**src/rtl/andnot_pkg.sv**
```systemverilog
package andnot_pkg;
  localparam int NUM_IN = 2;
  localparam int IDX_A  = 0;
  localparam int IDX_B  = 1;

  typedef struct packed {
    logic held;
    logic val;
  } fact_t;
endpackage

```
**src/rtl/fact_port.sv**
```systemverilog
module fact_port
  import andnot_pkg::*;
(
  input  logic  clk_i,
  input  logic  rst_ni,
  input  logic  valid_i,
  input  logic  val_i,
  input  logic  clear_i,
  output fact_t fact_o,
  output logic  free_o,
  output logic  wait_o
);
  fact_t fact_q;
  logic  take;

  assign take = valid_i && !fact_q.held;

  always_ff @(posedge clk_i or negedge rst_ni) begin
    if (!rst_ni) begin
      fact_q <= '0;
      free_o <= 1'b0;
    end else begin
      free_o <= take;
      if (take)         fact_q <= '{held: 1'b1, val: val_i};
      else if (clear_i) fact_q.held <= 1'b0;
    end
  end

  assign fact_o = fact_q;
  assign wait_o = !fact_q.held;

  assert_free_after_take_R6: assert property (@(posedge clk_i) disable iff (!rst_ni)
    free_o |-> fact_q.held && $past(valid_i));
  assert_hold_off_R9: assert property (@(posedge clk_i) disable iff (!rst_ni)
    (fact_q.held && !clear_i) |=> !free_o && $stable(fact_q.val));
endmodule

```
**src/rtl/andnot_decide.sv**
```systemverilog
module andnot_decide
  import andnot_pkg::*;
(
  input  fact_t a_i,
  input  fact_t b_i,
  output logic  decided_o,
  output logic  value_o
);
  logic zero_by_a, zero_by_b, one_by_both;

  assign zero_by_a   = a_i.held && !a_i.val;
  assign zero_by_b   = b_i.held &&  b_i.val;
  assign one_by_both = a_i.held && a_i.val && b_i.held && !b_i.val;

  assign decided_o = zero_by_a || zero_by_b || one_by_both;
  // every active decision votes; the votes are ANDed into one value
  assign value_o = (!zero_by_a) && (!zero_by_b) && one_by_both;
endmodule

```
**src/rtl/emit_ctrl.sv**
```systemverilog
module emit_ctrl #(
  parameter bit CREDIT_AT_RESET = 1'b1
) (
  input  logic clk_i,
  input  logic rst_ni,
  input  logic decided_i,
  input  logic value_i,
  input  logic all_in_i,
  input  logic c_free_i,
  output logic c_valid_o,
  output logic c_val_o,
  output logic tick_done_o,
  output logic credit_o
);
  logic credit_q, sent_q, emit;

  assign emit        = decided_i && credit_q && !sent_q;
  assign tick_done_o = all_in_i && sent_q;
  assign credit_o    = credit_q;

  always_ff @(posedge clk_i or negedge rst_ni) begin
    if (!rst_ni) begin
      credit_q  <= CREDIT_AT_RESET;
      sent_q    <= 1'b0;
      c_valid_o <= 1'b0;
      c_val_o   <= 1'b0;
    end else begin
      c_valid_o <= emit;
      if (emit) c_val_o <= value_i;
      if (c_free_i)  credit_q <= 1'b1;
      else if (emit) credit_q <= 1'b0;
      if (emit)             sent_q <= 1'b1;
      else if (tick_done_o) sent_q <= 1'b0;
    end
  end

  assert_single_emit_R5: assert property (@(posedge clk_i) disable iff (!rst_ni)
    c_valid_o |-> sent_q && !$past(c_valid_o));
  assert_credit_gate_R7: assert property (@(posedge clk_i) disable iff (!rst_ni)
    c_valid_o |-> $past(credit_q));
endmodule

```
**src/rtl/andnot_fact_node.sv**
```systemverilog
module andnot_fact_node
  import andnot_pkg::*;
#(
  parameter bit CREDIT_AT_RESET = 1'b1
) (
  input  logic clk_i,
  input  logic rst_ni,
  input  logic a_valid_i,
  input  logic a_val_i,
  input  logic b_valid_i,
  input  logic b_val_i,
  input  logic c_free_i,
  output logic a_free_o,
  output logic b_free_o,
  output logic c_valid_o,
  output logic c_val_o,
  output logic a_wait_o,
  output logic b_wait_o,
  output logic c_free_wait_o
);
  logic [NUM_IN-1:0] in_valid, in_val, in_free, in_wait;
  fact_t             facts [NUM_IN];
  logic              decided, value, tick_done, credit, all_in;

  assign in_valid = {b_valid_i, a_valid_i};
  assign in_val   = {b_val_i, a_val_i};

  for (genvar g = 0; g < NUM_IN; g++) begin : g_port
    fact_port u_port (
      .clk_i   (clk_i),
      .rst_ni  (rst_ni),
      .valid_i (in_valid[g]),
      .val_i   (in_val[g]),
      .clear_i (tick_done),
      .fact_o  (facts[g]),
      .free_o  (in_free[g]),
      .wait_o  (in_wait[g])
    );
  end

  assign all_in = facts[IDX_A].held && facts[IDX_B].held;

  andnot_decide u_decide (
    .a_i       (facts[IDX_A]),
    .b_i       (facts[IDX_B]),
    .decided_o (decided),
    .value_o   (value)
  );

  emit_ctrl #(.CREDIT_AT_RESET(CREDIT_AT_RESET)) u_emit (
    .clk_i       (clk_i),
    .rst_ni      (rst_ni),
    .decided_i   (decided),
    .value_i     (value),
    .all_in_i    (all_in),
    .c_free_i    (c_free_i),
    .c_valid_o   (c_valid_o),
    .c_val_o     (c_val_o),
    .tick_done_o (tick_done),
    .credit_o    (credit)
  );

  assign a_free_o      = in_free[IDX_A];
  assign b_free_o      = in_free[IDX_B];
  assign a_wait_o      = in_wait[IDX_A];
  assign b_wait_o      = in_wait[IDX_B];
  assign c_free_wait_o = !credit;

  assert_one_needs_both_R4: assert property (@(posedge clk_i) disable iff (!rst_ni)
    (c_valid_o && c_val_o) |-> $past(!a_wait_o && !b_wait_o && facts[IDX_A].val && !facts[IDX_B].val));
  assert_early_zero_a_R2: assert property (@(posedge clk_i) disable iff (!rst_ni)
    (u_emit.sent_q == 1'b0 && credit && facts[IDX_A].held && !facts[IDX_A].val) |=> c_valid_o && !c_val_o);
  assert_early_zero_b_R3: assert property (@(posedge clk_i) disable iff (!rst_ni)
    (u_emit.sent_q == 1'b0 && credit && facts[IDX_B].held && facts[IDX_B].val) |=> c_valid_o && !c_val_o);
  assert_tick_clear_R8: assert property (@(posedge clk_i) disable iff (!rst_ni)
    tick_done |=> a_wait_o && b_wait_o);
endmodule

```
**config.mk**
```make
export PLATFORM = sky130hd
export DESIGN_NAME = andnot_fact_node
export DESIGN_NICKNAME = d
export VERILOG_FILES = /design/src/rtl/andnot_pkg.sv /design/src/rtl/fact_port.sv /design/src/rtl/andnot_decide.sv /design/src/rtl/emit_ctrl.sv /design/src/rtl/andnot_fact_node.sv
export SDC_FILE = /design/constraint.sdc
export NUM_CORES = 1
export LEC_CHECK = 0
export ABC_AREA = 1
export BUFFER_PORTS_ARGS = -buffer_cell sky130_fd_sc_hd__buf_4
export CORE_AREA = 4 4 41 43
export CTS_BUF_LIST = sky130_fd_sc_hd__clkbuf_8
export DETAILED_ROUTE_END_ITERATION = 7
export DIE_AREA = 0 0 45 47
export HOLD_SLACK_MARGIN = 0.05
export SETUP_SLACK_MARGIN = 0.2
export SLEW_MARGIN = 30
export SYNTH_ARGS = -nofsm -noshare
export SYNTH_HDL_FRONTEND = slang
export SYNTH_SLANG_ARGS = --single-unit
```
**constraint.sdc**
```tcl
create_clock -name clk_i -period 2.8 [get_ports clk_i]
set_clock_uncertainty 0.05 [all_clocks]
set_input_delay 0.42 -clock clk_i [delete_from_list [all_inputs] [get_ports clk_i]]
set_output_delay 0.42 -clock clk_i [all_outputs]
set_load 0.02 [all_outputs]
```
==> qor_table.md <==
| Quantity | This run | Unit |
| --- | --- | --- |
| Weighted congestion reported at the end of routability-driven placement | 0.6966 | - |
| Maximum clock rate | 706.0 | MHz |
| Worst R2R Start | u_emit.credit_o$_DFFE_PN1P_ | - |
| Violation count after the first detailed-route iteration | 4 | - |
| Total area of sequential cells | 251.5 | um^2 |
| Worst Path Arrival | 0.95 | ns |
| Worst-case register-to-register setup slack | 1.75 | ns |
| Detailed-placement wirelength estimate | 592.4 | um |
| Growth of design area from synthesis to finish | 45.03 | % |
| Depth of the most critical reg-to-reg path | 5 | - |
| Die height | 47 | um |
| DRT Pass-1 Iters | 4 | - |
| Die area | 2115 | um^2 |
| Register bit total from synthesis | 10 | - |
| Endpoints failing setup | 0 | - |
| Leakage power summed over all cells | 0.3504 | nW |
| Destination of the worst hold path | u_emit.credit_o$_DFFE_PN1P_ | - |
| Worst slew margin | 88.17 | % |
| Antenna violations before repair | 0 | - |
| Worst setup EP type | output port | - |
| Type of the worst setup path | register to output port | - |
| Syn Nets | 54 | - |
| Average wire length per cell after detail routing | 9.088 | um |
| Largest net degree at the start of global routing | 11 | - |
| Clock Tree Root | sky130_fd_sc_hd__clkbuf_8 | - |
| Final-stage net count | 73 | - |
| Distinct cell type count after synthesis | 10 | - |
| Clock-pin slew of the registers on the worst-case setup and hold paths | 0.05 | ns |
| Critical hold path startpoint | c_free_i | - |
| Run status | finished, final reports clean | - |
| Total congestion overflow | 0 | - |
| Drt drc | 0 | - |
| Critical path fanouts, max | 3 | - |
| Required time of the critical path | 2.33 | ns |
| IR Drop Worst-Case VDD | 0.5132 | mV |
| Number of cells produced by synthesis | 47 | - |
| HP Class | primary input to register | - |
| Worst skew pair latency | 0.23 | ns |
| Placement row count | 13 | - |
| Share of final-layout standard cells stronger than drive strength 1 | 30.77 | % |
| Number of filler cells placed in the layout | 140 | - |
| Total clock buffers created by CTS | 3 | - |
| Antenna cell count | 0 | - |
| Worst Max-Slew Pin Slew | 0.1756 | ns |
| GRT Overall Usage | 8.859 | % |
| Average instance area after synthesis | 8.572 | um^2 |
| Max Root-Sink Buffers | 2 | - |
| Area of placed instances | 519.2 | um^2 |
| CTS H-tree lvls | 1 | - |
| Critical path startpoint category | register | - |
| Worst Hold Path Cells | 3 | - |
| TritonCTS Sinks | 10 | - |
| TritonCTS clock tree | built | - |
| Maximum Capacitance Violations | 0 | - |
| Final min period | 1.416 | ns |
| Total negative setup slack | 0 | ns |
| Via count of the first global-routing pass | 332 | - |
| Pwr/cell area | 1155 | nW/um^2 |
| Warning count from the yosys run | 0 | - |
| Fraction of the cycle the final worst path needs | 50.59 | % |
| Placeable core region | 1301 | um^2 |
| Unrepaired setup endpoints after global routing | no | - |
| Cell area after synthesis | 402.9 | um^2 |
| Destination of the worst register-to-register timing path | u_emit.c_val_o$_DFFE_PN0P_ | - |
| Routed vias/inst | 4.125 | - |
| Fraction of the yosys area taken by sequential cells | 62.42 | % |
| Max-slew violation count | 0 | - |
| Via count | 330 | - |
| Multi-input logic area | 102.6 | um^2 |
| Initial core utilization | 30.96 | % |
| Global-route wire length before repair | 1.304 | mm |
| Count of boundary I/O pins | 14 | - |
| Hold Violations, Final | 0 | - |
| Total wire length after detailed routing | 727 | um |
| Total of buffers placed on input and output ports | 13 | - |
| Die Span X | 45 | um |
| Final cell area excluding filler cells | 584.3 | um^2 |
| Number of nets with antenna violations after routing | 0 | - |
| Worst hold slack | 0.3230 | ns |
cell usage after synthesis, drive strengths merged:
cell type   n  area (um^2)
nand2      15        58.81
inv        13        48.80
dfrtp       9        225.2
o21ai       5        25.02
nor2        3        13.77
dfstp       1        26.28
nand3       1        5.000
stage by stage:
step                      total power, mW  worst slack, ns  instances  util [%]
final                              0.6750            1.384         80     44.90
after global routing               0.7305            1.347         80     44.90
after CTS                          0.6857            1.379         80     44.90
after detailed placement           0.5059            1.628         75     39.90
after global placement             0.4971            1.638         75     39.90
after floorplan                    0.4070            1.724         47         -
area by class of cell:
class	instances	share of cell area (%)
inverter	13	8.351
sequential	10	43.04
clock buffer	4	9.422
tap	15	3.212
timing repair buffer	14	18.42
multi-input combinational	24	17.56
metal layers:
| layer | routed length [um] | track usage [%] |
|---|---|---|
| met2 | 312 | 12.15 |
| met1 | 323 | 11.48 |
| met5 | 0 | 0 |
| met3 | 79 | 3.831 |
| met4 | 10 | 5.263 |
flip-flops by register name (all words and copies together) (netlist names):
signal and cells:
u_emit.credit_o 1, u_emit.sent_q 1, g_port.u_port.free_o 2, u_emit.c_valid_o 1, g_port.u_port.fact_o 4, u_emit.c_val_o 1
cell families after synthesis:
group                  share of synthesized area [%]
AOI/OAI and AO/OA                              6.210
buffers and inverters                          12.11
DFF                                            62.42
and+or+nand+nor                                19.26
power breakdown:
group | total [mW] | internal [mW] | leakage (nW) | switching (mW)
clock network | 0.175 | 0.123 | 0.0288 | 0.0521
logic | 0.255 | 0.0994 | 0.200 | 0.156
registers | 0.244 | 0.209 | 0.121 | 0.0352
critical path: stages (launching register included):
cell                      delay [ns]
sky130_fd_sc_hd__dfstp_2        0.53
sky130_fd_sc_hd__inv_1          0.04
sky130_fd_sc_hd__buf_4          0.14
worst max-delay path by stage:
stage | startpoint | endpoint | slack (ns) | cells after the start
after global placement | u_emit.credit_o$_DFFE_PN1P_ | c_free_wait_o | 1.64 | 2
after detailed placement | u_emit.credit_o$_DFFE_PN1P_ | c_free_wait_o | 1.63 | 2
after CTS | u_emit.credit_o$_DFFE_PN1P_ | c_free_wait_o | 1.38 | 2
after floorplan | u_emit.credit_o$_DFFE_PN1P_ | c_free_wait_o | 1.72 | 1
after global routing | u_emit.credit_o$_DFFE_PN1P_ | c_free_wait_o | 1.35 | 2
final | u_emit.credit_o$_DFFE_PN1P_ | c_free_wait_o | 1.38 | 2
repair_timing:
item | CTS | global route
gates resized for setup | 0 | 0
buffers inserted | 0 | 0
hold buffers | 1 | 0
endpoints found under the hold margin | 9 | 0
cell usage in the layout, fill, tap and decap left out:
master                          synthesis  layout
sky130_fd_sc_hd__o21ai_1                1       1
sky130_fd_sc_hd__nor2_1                 2       2
sky130_fd_sc_hd__inv_1                 13      13
sky130_fd_sc_hd__clkbuf_8               0       4
sky130_fd_sc_hd__dfrtp_1                9       9
sky130_fd_sc_hd__o21ai_0                4       4
sky130_fd_sc_hd__nand2_2                1       1
sky130_fd_sc_hd__nand2_1               14      14
sky130_fd_sc_hd__nor2_2                 1       1
sky130_fd_sc_hd__nand3_1                1       1
sky130_fd_sc_hd__buf_4                  0      13
sky130_fd_sc_hd__dlygate4sd3_1          0       1
sky130_fd_sc_hd__dfstp_2                1       1
(Power assumes the default switching activity.)
